[src/rtl/gpio_edge_ctrl.sv]
module gpio_edge_ctrl #(
  parameter int ADDR_W = 8
) (
  input  logic              clk,
  input  logic              rst_n,
  input  logic              bus_wr,
  input  logic              bus_rd,
  input  logic [ADDR_W-1:0] bus_addr,
  input  logic [1:0]        bus_size,
  input  logic [31:0]       bus_wdata,
  output logic [31:0]       bus_rdata,
  input  logic [31:0]       pin_in,
  output logic [31:0]       pin_out,
  output logic [31:0]       pin_oe,
  output logic [31:0]       od_ctrl,
  output logic              irq
);
  localparam int NPIN = 32;
  localparam logic [1:0] SZ_WORD = 2'b10;
  localparam logic [ADDR_W-1:0] OFF_DIR = ADDR_W'(8'h00);
  localparam logic [ADDR_W-1:0] OFF_ODR = ADDR_W'(8'h04);
  localparam logic [ADDR_W-1:0] OFF_DAT = ADDR_W'(8'h08);
  localparam logic [ADDR_W-1:0] OFF_EV  = ADDR_W'(8'h0C);
  localparam logic [ADDR_W-1:0] OFF_MSK = ADDR_W'(8'h10);
  localparam logic [ADDR_W-1:0] OFF_CTL = ADDR_W'(8'h14);

  logic [NPIN-1:0] dir_q, odr_q, dat_q, ev_q, msk_q, ctl_q;
  logic [NPIN-1:0] s1_q, s2_q, s3_q, pin_bits;
  logic [NPIN-1:0] chg, fall, ev_set, clr_mask;
  logic            full, wr_ok;

  for (genvar n = 0; n < NPIN; n++) begin : g_pinmap
    assign pin_bits[NPIN-1-n] = pin_in[n];
    assign pin_out[n]         = dat_q[NPIN-1-n];
    assign pin_oe[n]          = dir_q[NPIN-1-n];
    assign od_ctrl[n]         = odr_q[NPIN-1-n];
  end

  assign full     = (bus_size == SZ_WORD);
  assign wr_ok    = bus_wr && full;
  assign chg      = s2_q ^ s3_q;
  assign fall     = s3_q & ~s2_q;
  assign ev_set   = ~dir_q & ((~ctl_q & chg) | (ctl_q & fall));
  assign clr_mask = (wr_ok && bus_addr == OFF_EV) ? bus_wdata : '0;
  assign irq      = |(ev_q & msk_q);

  always_ff @(posedge clk or negedge rst_n) begin
    if (!rst_n) begin
      s1_q <= '0;
      s2_q <= '0;
      s3_q <= '0;
    end else begin
      s1_q <= pin_bits;
      s2_q <= s1_q;
      s3_q <= s2_q;
    end
  end

  always_ff @(posedge clk or negedge rst_n) begin
    if (!rst_n) begin
      dir_q <= '0;
      odr_q <= '0;
      msk_q <= '0;
      ctl_q <= '0;
    end else if (wr_ok) begin
      if (bus_addr == OFF_DIR) dir_q <= bus_wdata;
      if (bus_addr == OFF_ODR) odr_q <= bus_wdata;
      if (bus_addr == OFF_MSK) msk_q <= bus_wdata;
      if (bus_addr == OFF_CTL) ctl_q <= bus_wdata;
    end
  end

  always_ff @(posedge clk or negedge rst_n) begin
    if (!rst_n) begin
      dat_q <= '0;
      ev_q  <= '0;
    end else begin
      dat_q <= (dir_q & ((wr_ok && bus_addr == OFF_DAT) ? bus_wdata : dat_q)) | (~dir_q & s2_q);
      ev_q  <= (ev_q & ~clr_mask) | ev_set;
    end
  end

  always_ff @(posedge clk or negedge rst_n) begin
    if (!rst_n) begin
      bus_rdata <= '0;
    end else if (bus_rd) begin
      if (!full) bus_rdata <= '0;
      else begin
        case (bus_addr)
          OFF_DIR: bus_rdata <= dir_q;
          OFF_ODR: bus_rdata <= odr_q;
          OFF_DAT: bus_rdata <= dat_q;
          OFF_EV:  bus_rdata <= ev_q;
          OFF_MSK: bus_rdata <= msk_q;
          OFF_CTL: bus_rdata <= ctl_q;
          default: bus_rdata <= '0;
        endcase
      end
    end
  end

  a_r4_narrow_write_ignored: assert property (@(posedge clk) disable iff (!rst_n)
    $past(bus_wr && !full) |-> ($stable(dir_q) && $stable(odr_q) && $stable(msk_q) && $stable(ctl_q)));

  a_r4_narrow_read_zero: assert property (@(posedge clk) disable iff (!rst_n)
    $past(bus_rd && !full) |-> (bus_rdata == '0));

  a_r9_w1c_clears: assert property (@(posedge clk) disable iff (!rst_n)
    $past(wr_ok && bus_addr == OFF_EV) |-> ((ev_q & $past(bus_wdata) & ~$past(ev_set)) == '0));

  a_r10_event_wins: assert property (@(posedge clk) disable iff (!rst_n)
    (ev_set != '0) |=> ((ev_q & $past(ev_set)) == $past(ev_set)));

  a_r13_no_event_on_output: assert property (@(posedge clk) disable iff (!rst_n)
    ((ev_q & ~$past(ev_q) & $past(dir_q)) == '0));

  a_r5_output_hold: assert property (@(posedge clk) disable iff (!rst_n)
    (!$past(wr_ok && bus_addr == OFF_DAT) && $stable(dir_q)) |-> ((dat_q & dir_q) == ($past(dat_q) & dir_q)));
endmodule

[config.mk]
export PLATFORM = sky130hd
export DESIGN_NAME = gpio_edge_ctrl
export DESIGN_NICKNAME = d
export VERILOG_FILES = /design/src/rtl/gpio_edge_ctrl.sv
export SDC_FILE = /design/constraint.sdc
export NUM_CORES = 1
export LEC_CHECK = 0
export BUFFER_PORTS_ARGS = -buffer_cell sky130_fd_sc_hd__buf_2
export CAP_MARGIN = 10
export CELL_PAD_IN_SITES_DETAIL_PLACEMENT = 1
export CELL_PAD_IN_SITES_GLOBAL_PLACEMENT = 2
export CORE_MARGIN = 2
export CORE_UTILIZATION = 39
export DETAILED_ROUTE_END_ITERATION = 8
export GPL_TIMING_DRIVEN = 0
export HOLD_SLACK_MARGIN = 0.08
export PLACE_DENSITY = 0.83
export SETUP_SLACK_MARGIN = 0.15
export SYNTH_ARGS = -nofsm -noshare
export SYNTH_HDL_FRONTEND = slang
export SYNTH_SLANG_ARGS = --single-unit
[constraint.sdc]
create_clock -name clk -period 1.6 [get_ports clk]
set_input_delay 0.08 -clock clk [delete_from_list [all_inputs] [get_ports clk]]
set_output_delay 0.08 -clock clk [all_outputs]
set_load 0.02 [all_outputs]
======== Word level (Yosys, flattened, before mapping) ========
Cells that the tools add are included.
operators by class
  reduce and logical (&&, ||, !) cells .... 9
  shift-type cells ........................ 0
  eq/ne operators ......................... 6
  bitwise logic cells ..................... 16
  div/mod/pow operators ................... 0
  multiplexer cells ....................... 4
  $mul .................................... 0
  add/sub/neg operators ................... 0
  $lt $le $gt $ge ......................... 0
operators by type and width
  cell                count
  $and 32x32->32      8
  $pmux 32 s6         1
  $not 32->32         4
  $mux 32             3
  $or 32x32->32       3
  $reduce_or 32->1    1
  $xor 32x32->32      1
  $eq 8x4->1 const B  2
  $eq 8x5->1 const B  2
  $eq 8x3->1 const B  1
  $logic_not 8->1     1
  $reduce_and 2->1    4
  $logic_and 1x1->1   3
  $eq 2x2->1 const B  1
word-level totals
  output and inout bits ................... 129
  memories ................................ 0
  input bits .............................. 78
  bits in read-only memories .............. 0
  bits in writable memories ............... 0
  bits in latches ......................... 0
  register bits ........................... 320
  logic and storage cells ................. 45

======== Longest topological paths before layout ========
Gate-level depths: netlist of run 1.
  word-level depth ........................ 7
  mapped depth ............................ 6
  depth with buffers taken out ............ 5

======== Worst setup path before layout of run 1 ========
OpenSTA, ideal clock, no wires.
  kind .................................... input to register
  start ................................... in bus_addr[4]
  end ..................................... reg odr_q[10]
  stages on the path ...................... 5
  buffers on the path ..................... 2
  data required time ...................... 1.475 ns
  setup time .............................. 0.125 ns
  slack ................................... -0.260 ns
  data arrival time ....................... 1.734 ns
  path through ............................ or4_4 -> or4_1 -> buf_2 -> buf_6 -> mux2_4
between the ends
  word-level cells in the longest chain between the ends .. 2
ends and longest elaborated chain
  item                               line  text
  start, declared                    8     input logic [ADDR_W-1:0] bus_addr,
  $eq 8x3->1                         67    if (bus_addr == OFF_ODR) odr_q <= bus_wdata;
  $reduce_and 2->1 (no source line)  --
  end signal, assigned               67
  end, declared                      27    logic [NPIN-1:0] dir_q, odr_q, dat_q, ev_q, msk_q, ctl_q;
No other way between the ends.
A chain may end at the register's enable or synchronous reset.

======== Worst setup path in the final report of run 1 ========
  start ................................... reg msk_q[4]
  end ..................................... out irq
between the ends
  word-level cells in the longest chain between the ends .. 2
ends and longest elaborated chain
  item                    line  text
  start, declared         27
  start signal, assigned  68    if (bus_addr == OFF_MSK) msk_q <= bus_wdata;
  $and 32x32->32          45    assign irq = |(ev_q & msk_q);
  $reduce_or 32->1        45
  end, declared           16    output logic irq
No other way between the ends.

==> results.cfg, run 1 <==
[outcome]
status = complete, but fails checks
failed_checks = negative setup slack

[placed_design]
hpwl_um = 29000
port_buffers = 205
dpl.cell_count = 1666
pre_cts_ws_ns = -1.01
place_area_um2 = 15300
gp_congestion = 0.823

[yosys]
async_flop_share = 1.00
synthAdderAreaFrac = 0.0300
synth_xor_area_frac = 0
synth_mux_area_frac = 0.185
ys_seq_area_frac = 0.600
avgSynthCellArea_um2 = 13.2
synthTopCellsByCount = 320 x dfrtp_1, 98 x nand2_1, 86 x mux2_2, 72 x nor2_1, 44 x mux2i_1
syn_nets = 1121
synth_area_leaders = dfrtp_1 60%, mux2_2 7.3%, mux4_2 3.5%
ys.flop_type = dfrtp_1
syn-cell-area_um2 = 13300
synth_compound_area_frac = 0.0962
synth_edf_count = 0
synth-seq-cells = 320
synth_top_family_by_area = multiplexers
synthDistinctLibCells = 40
yosysWarnings = 0
postSynthCellCount = 1011
synth.most_common_cell = dfrtp_1
synth_simple_gate_area_frac = 0.0643
synth_top_area_frac = 0.600
synth_top_cell_by_area = dfrtp_1

[pwr]
switching_share = 0.235
power_leakage_nw = 8.71
p_total_mw = 18.0
max-vdd-ir-drop_mv = 0.647
internal_power_mw = 13.8
clock_power_share = 0.453
seq_power_share = 0.472
power_frac_comb = 0.074
switchingPower_mw = 4.23
power_density_nw_per_um2 = 1010

[critical_path]
slowest_delay_ns = 0.58
crit_chain = a22oi_2 -> nand4_1 -> or4_4 -> buf_6
cp_max_fo = 3
required_ns = 1.52
crit_family = simple AND/OR/NAND/NOR gates
setup.worst_path.start_class = register
critPathBufInv = 1
worstSetupPathType = register to output port
cpMaxStageDelayCell = or4_4
crit_arrival_ns = 2.09
worst_setup_path_end_kind = output port
r2r_setup_slack_ns = 0.17

[clocking]
insertion_delay_ns = 0.52
cts_num_sinks = 320
cts_tree = done
clock_path_buffers = 3
cts_root_buffer = clkbuf_16
htreeDepth = 2
clk_pin_slew_ns = 0.06
cts_made_buffers = 36

[finish]
utilization = 0.530
stdcell_count = 1814
nFillCells = 3383
drive_above_1_share = 0.376
seq_area_um2 = 8010
fin_area_um2 = 17800
multiInputGateArea_um2 = 5470
nets = 1451
area_growth_pct = 33.6

[global_route]
grt_max_degree = 114
track_usage = 0.242
grt_pass1_vias = 10512
grt_remaining_overflow = 0
antenna_found_initial = 1
grt_pass1_wl_um = 64800

[sta]
finalWorstSetupSlack_ns = -0.565
min_period_over_period = 1.35
min_period_ns = 2.17
fmaxAchievable_mhz = 462
worst_pin_slew_ns = 0.991
rsz0062_at_grt = yes
relSlewSlack = 0.339
setup_viol = 1
slew_violations = 0
fin_setup_tns_ns = -0.565
hold_viol_final = 0
clock_skew_ns = 0.0197
hold_ws_ns = 0.155

[floorplan]
fp.coreArea_um2 = 33600
io-pin-count = 207
die_w_um = 189
rows = 67
die_area_um2 = 35700
die_y_um = 189
start_util = 0.397

[route]
dr.pass1.iters = 4
drc = 0
finalWirelength_um = 44200
ant_nets = 0
viasPerCell = 5.48
drt_iter0_markers = 596
post_drt_wl_per_cell_um = 24.4
routed-via-count = 9949

[flow_run]
drv_cap = 0

[worst_hold_path]
hold_class = input port to asynchronous set/reset pin
==> registers in the layout, indices dropped and copies added (netlist names), named ones only <==
signal     cells
s1_q          32
s2_q          32
s3_q          32
odr_q         32
msk_q         32
bus_rdata     32
ev_q          32
ctl_q         32
dir_q         32
==> power groups by stage <==
stage          Sequential (mW)  Combinational [mW]  Clock, mW
2_1_floorplan             8.65               0.469          0
3_3_place_gp              8.63                1.08          0
4_1_cts                   8.49                1.31       8.31
5_1_grt                   8.52                1.47       8.65
3_5_place_dp              8.63                1.14          0
6_report                  8.50                1.34       8.16
==> metal layers <==
layer  track usage  share of wire  up-vias  wire, um
met3        0.0497          0.065       69      2860
li1              -              -     4330         -
met2         0.400           0.48      316     21200
met4        0.0535          0.021        0       936
met5             0              0        -         0
met1         0.330           0.43     5234     19200
==> final cells by class <==
type | instances | share of cell area
sequential | 320 | 0.449
multi-input combinational | 612 | 0.307
timing repair buffer | 292 | 0.112
clock buffer | 57 | 0.0601
tap | 448 | 0.0314
buffer | 45 | 0.0291
inverter | 34 | 0.00716
clock inverter | 5 | 0.00421
antenna | 1 | 0.000140
==> final timing paths <==
path / from / to / cells past startpoint
worst max-delay path: msk_q[4] / irq / 4
worst min-delay path: rst_n / dir_q[30] / 2
worst max register to register: dir_q[10] / bus_rdata[10] / 3
worst min register to register: s1_q[19] / s2_q[19] / 0
max in group asynchronous: rst_n / odr_q[15] / 3
min in group clk: pin_in[30] / s1_q[1] / 2
==> worst register-to-register path, cell delays in order (launching register included) <==
cell and delay, ns:
dfrtp_2 0.47, mux4_2 0.49, a22oi_1 0.22, o21ai_1 0.12
==> what timing repair did <==
item                                    in CTS  in global routing
hold buffers                                66                  0
cloned                                       1                  4
endpoints found under the setup margin     184                187
buffers inserted                            12                  2
endpoints found under the hold margin      331                  0
gates resized for setup                     59                 59
pin swaps                                   12                 28
==> layout by cell type, fill, tap and decap left out, types with 21 or more instances in the layout <==
| cell | count |
|---|---|
| nand2_1 | 67 |
| clkbuf_16 | 43 |
| mux2i_1 | 44 |
| o2bb2ai_1 | 32 |
| mux2_2 | 57 |
| dlygate4sd3_1 | 66 |
| buf_2 | 205 |
| ha_1 | 32 |
| a31oi_1 | 25 |
| a22oi_1 | 37 |
| inv_1 | 33 |
| mux2_4 | 60 |
| dfrtp_1 | 318 |
| a21oi_1 | 32 |
| nor2_1 | 72 |
| mux4_2 | 21 |
==> kinds of logic after synthesis <==
kind of cell	Yosys count
fa+ha+maj	32
mux	193
buf+inv	79
flops	320
simple gates	201
compound gates	186
Note: power is estimated with default switching activity, not from simulation.
==> run 2: changes to the inputs <==
Settings changed: ABC_AREA from default to 1, CORE_UTILIZATION 39 to 35.
==> run 2 against run 1 <==
Net effect: the run ends with negative hold slack, negative setup slack left; hold slack worse by 0.71 ns; critical path depth unchanged; sequential power down 0.5%; largest power group is now the clock network.
==> results.cfg, run 2 <==
[global_route]
grt_pass1_wl_um = 79600
track_usage = 0.256
grt_remaining_overflow = 0
grt.busiest_layer = met2
grt_max_degree = 106
grt_pass1_vias = 13031
antenna_found_initial = 2
grt.met1_usage = 0.340
grt_use_met3 = 0.0493
met2_usage = 0.423

[clocking]
cts_hold_buffers = 66
clk_pin_slew_ns = 0.06
insertion_delay_ns = 0.55
htreeDepth = 2
cts_made_buffers = 38
cts_num_sinks = 320
cts_tree = done
clock_path_buffers = 3
cts_root_buffer = clkbuf_16

[floorplan]
io-pin-count = 207
die_w_um = 204
rows = 73
fp.coreArea_um2 = 39600
start_util = 0.353
die_y_um = 204
die_area_um2 = 41600

[yosys]
synth_top_cell_by_area = dfrtp_1
synth_xor_area_frac = 0
synth_simple_gate_area_frac = 0.217
synthTopCellsByCount = 445 x nand2_1, 320 x dfrtp_1, 192 x nand3_1, 136 x inv_1, 110 x o21ai_1
synthAdderAreaFrac = 0.0286
yosysWarnings = 0
synth.most_common_cell = nand2_1
synth-seq-cells = 320
async_flop_share = 1.00
synth_edf_count = 0
synth_mux_area_frac = 0
ys_seq_area_frac = 0.572
ys.flop_type = dfrtp_1
synthDistinctLibCells = 26
syn_nets = 1667
syn-cell-area_um2 = 14000
avgSynthCellArea_um2 = 8.99
synth_area_leaders = dfrtp_1 57%, nand2_1 12%, nand3_1 6.9%
synth_top_area_frac = 0.572
postSynthCellCount = 1557
synth_compound_area_frac = 0.113
synth_top_family_by_area = simple AND/OR/NAND/NOR gates

[finish]
nets = 1986
most-common-layout-cells = 438 x nand2_1, 320 x dfrtp_1, 247 x buf_2
final_common_cell = nand2_1
area_growth_pct = 26.9
n_antenna_cell = 0
drive_above_1_share = 0.210
utilization = 0.448
stdcell_count = 2428

[sta]
slew_violations = 0
hold_viol_final = 208
rsz0062_at_grt = yes
finalWorstSetupSlack_ns = -0.253
min_period_ns = 1.85
clock_skew_ns = 0.0204
worst_pin_slew_ns = 0.836
hold_ws_ns = -0.552
fin_setup_tns_ns = -0.253
setup_viol = 1
fmaxAchievable_mhz = 540
relSlewSlack = 0.443
min_period_over_period = 1.16

[route]
viasPerCell = 5.05
dr.pass1.iters = 4
routed-via-count = 12260
drc = 0
drt_iter0_markers = 617
ant_nets = 0
post_drt_wl_per_cell_um = 21.5
finalWirelength_um = 52100

[outcome]
failed_checks = negative hold slack, negative setup slack
status = complete, but fails checks

[pwr]
power_leakage_nw = 8.87
max-vdd-ir-drop_mv = 0.631
power_density_nw_per_um2 = 1050
p_total_mw = 18.6

[critical_path]
setup.worst_path.start_class = register
cp_max_fo = 2
worst_setup_path_end_kind = output port
crit_arrival_ns = 1.77
worstSetupPathType = register to output port
required_ns = 1.52

[placed_design]
hpwl_um = 36300
gp_congestion = 0.827
port_buffers = 206
dpl.cell_count = 2291

[worst_hold_path]
hold_class = input port to asynchronous set/reset pin

[flow_run]
drv_cap = 0
run 2: final timing paths:
path | cells past startpoint | endpoint | startpoint | slack, ns
min | 1 | s1_q[1] | rst_n | -0.55
min reg2reg | 0 | s2_q[31] | s1_q[31] | 0.35
max in group asynchronous | 3 | bus_rdata[20] | rst_n | 0.84
max | 4 | irq | msk_q[30] | -0.25
max reg2reg | 5 | ev_q[11] | s2_q[11] | 0.36
min in group clk | 6 | ev_q[31] | bus_addr[3] | 0.13
run 2: power breakdown:
group / switching (mW) / internal (mW) / total [mW]
clock network: 3.62 / 5.20 / 8.81
registers: 0.154 / 8.31 / 8.46
logic: 0.826 / 0.458 / 1.28
total: 4.60 / 14.0 / 18.6
run 2: worst max-delay path, stage by stage (launching register included):
cell and delay (ns):
dfrtp_1 0.40, a22o_1 0.29, nor3_2 0.12, nand4_1 0.21, buf_6 0.20
run 2: final cells by class:
class	count	area [um^2]
plain buffers	73	442
clock buffers	51	1110
clock inverters	16	143
fillers	4713	21900
inverters	141	532
multi-input cells	1023	5050
flip-flops and latches	320	8010
well taps	525	657
repair buffers	279	1820
run 2: repair_timing:
item,CTS,global route
pin swaps,4,3
hold endpoints to repair,461,187
buffers inserted,1,3
cloned,0,0
endpoints found under the setup margin,23,8
resized for setup,7,8
run 2: cells by family after synthesis:
group,count (synthesis)
compound gates,277
simple gates,714
buf+inv,214
flops,320
fa+ha+maj,32
run 2: routing by layer:
layer  wire length [um]  up-vias
met5                 11        -
met4               1490        2
met3               2730       84
met2              24500      293
met1              23300     6158
li1                   -     5723
run 2: through the flow:
step	worst slack, ns	area [um^2]
floorplan	0.507	14000
global placement	-5.98	15700
detailed placement	-0.601	15800
CTS	-0.337	17700
global route	-0.295	17800
finish	-0.253	17800
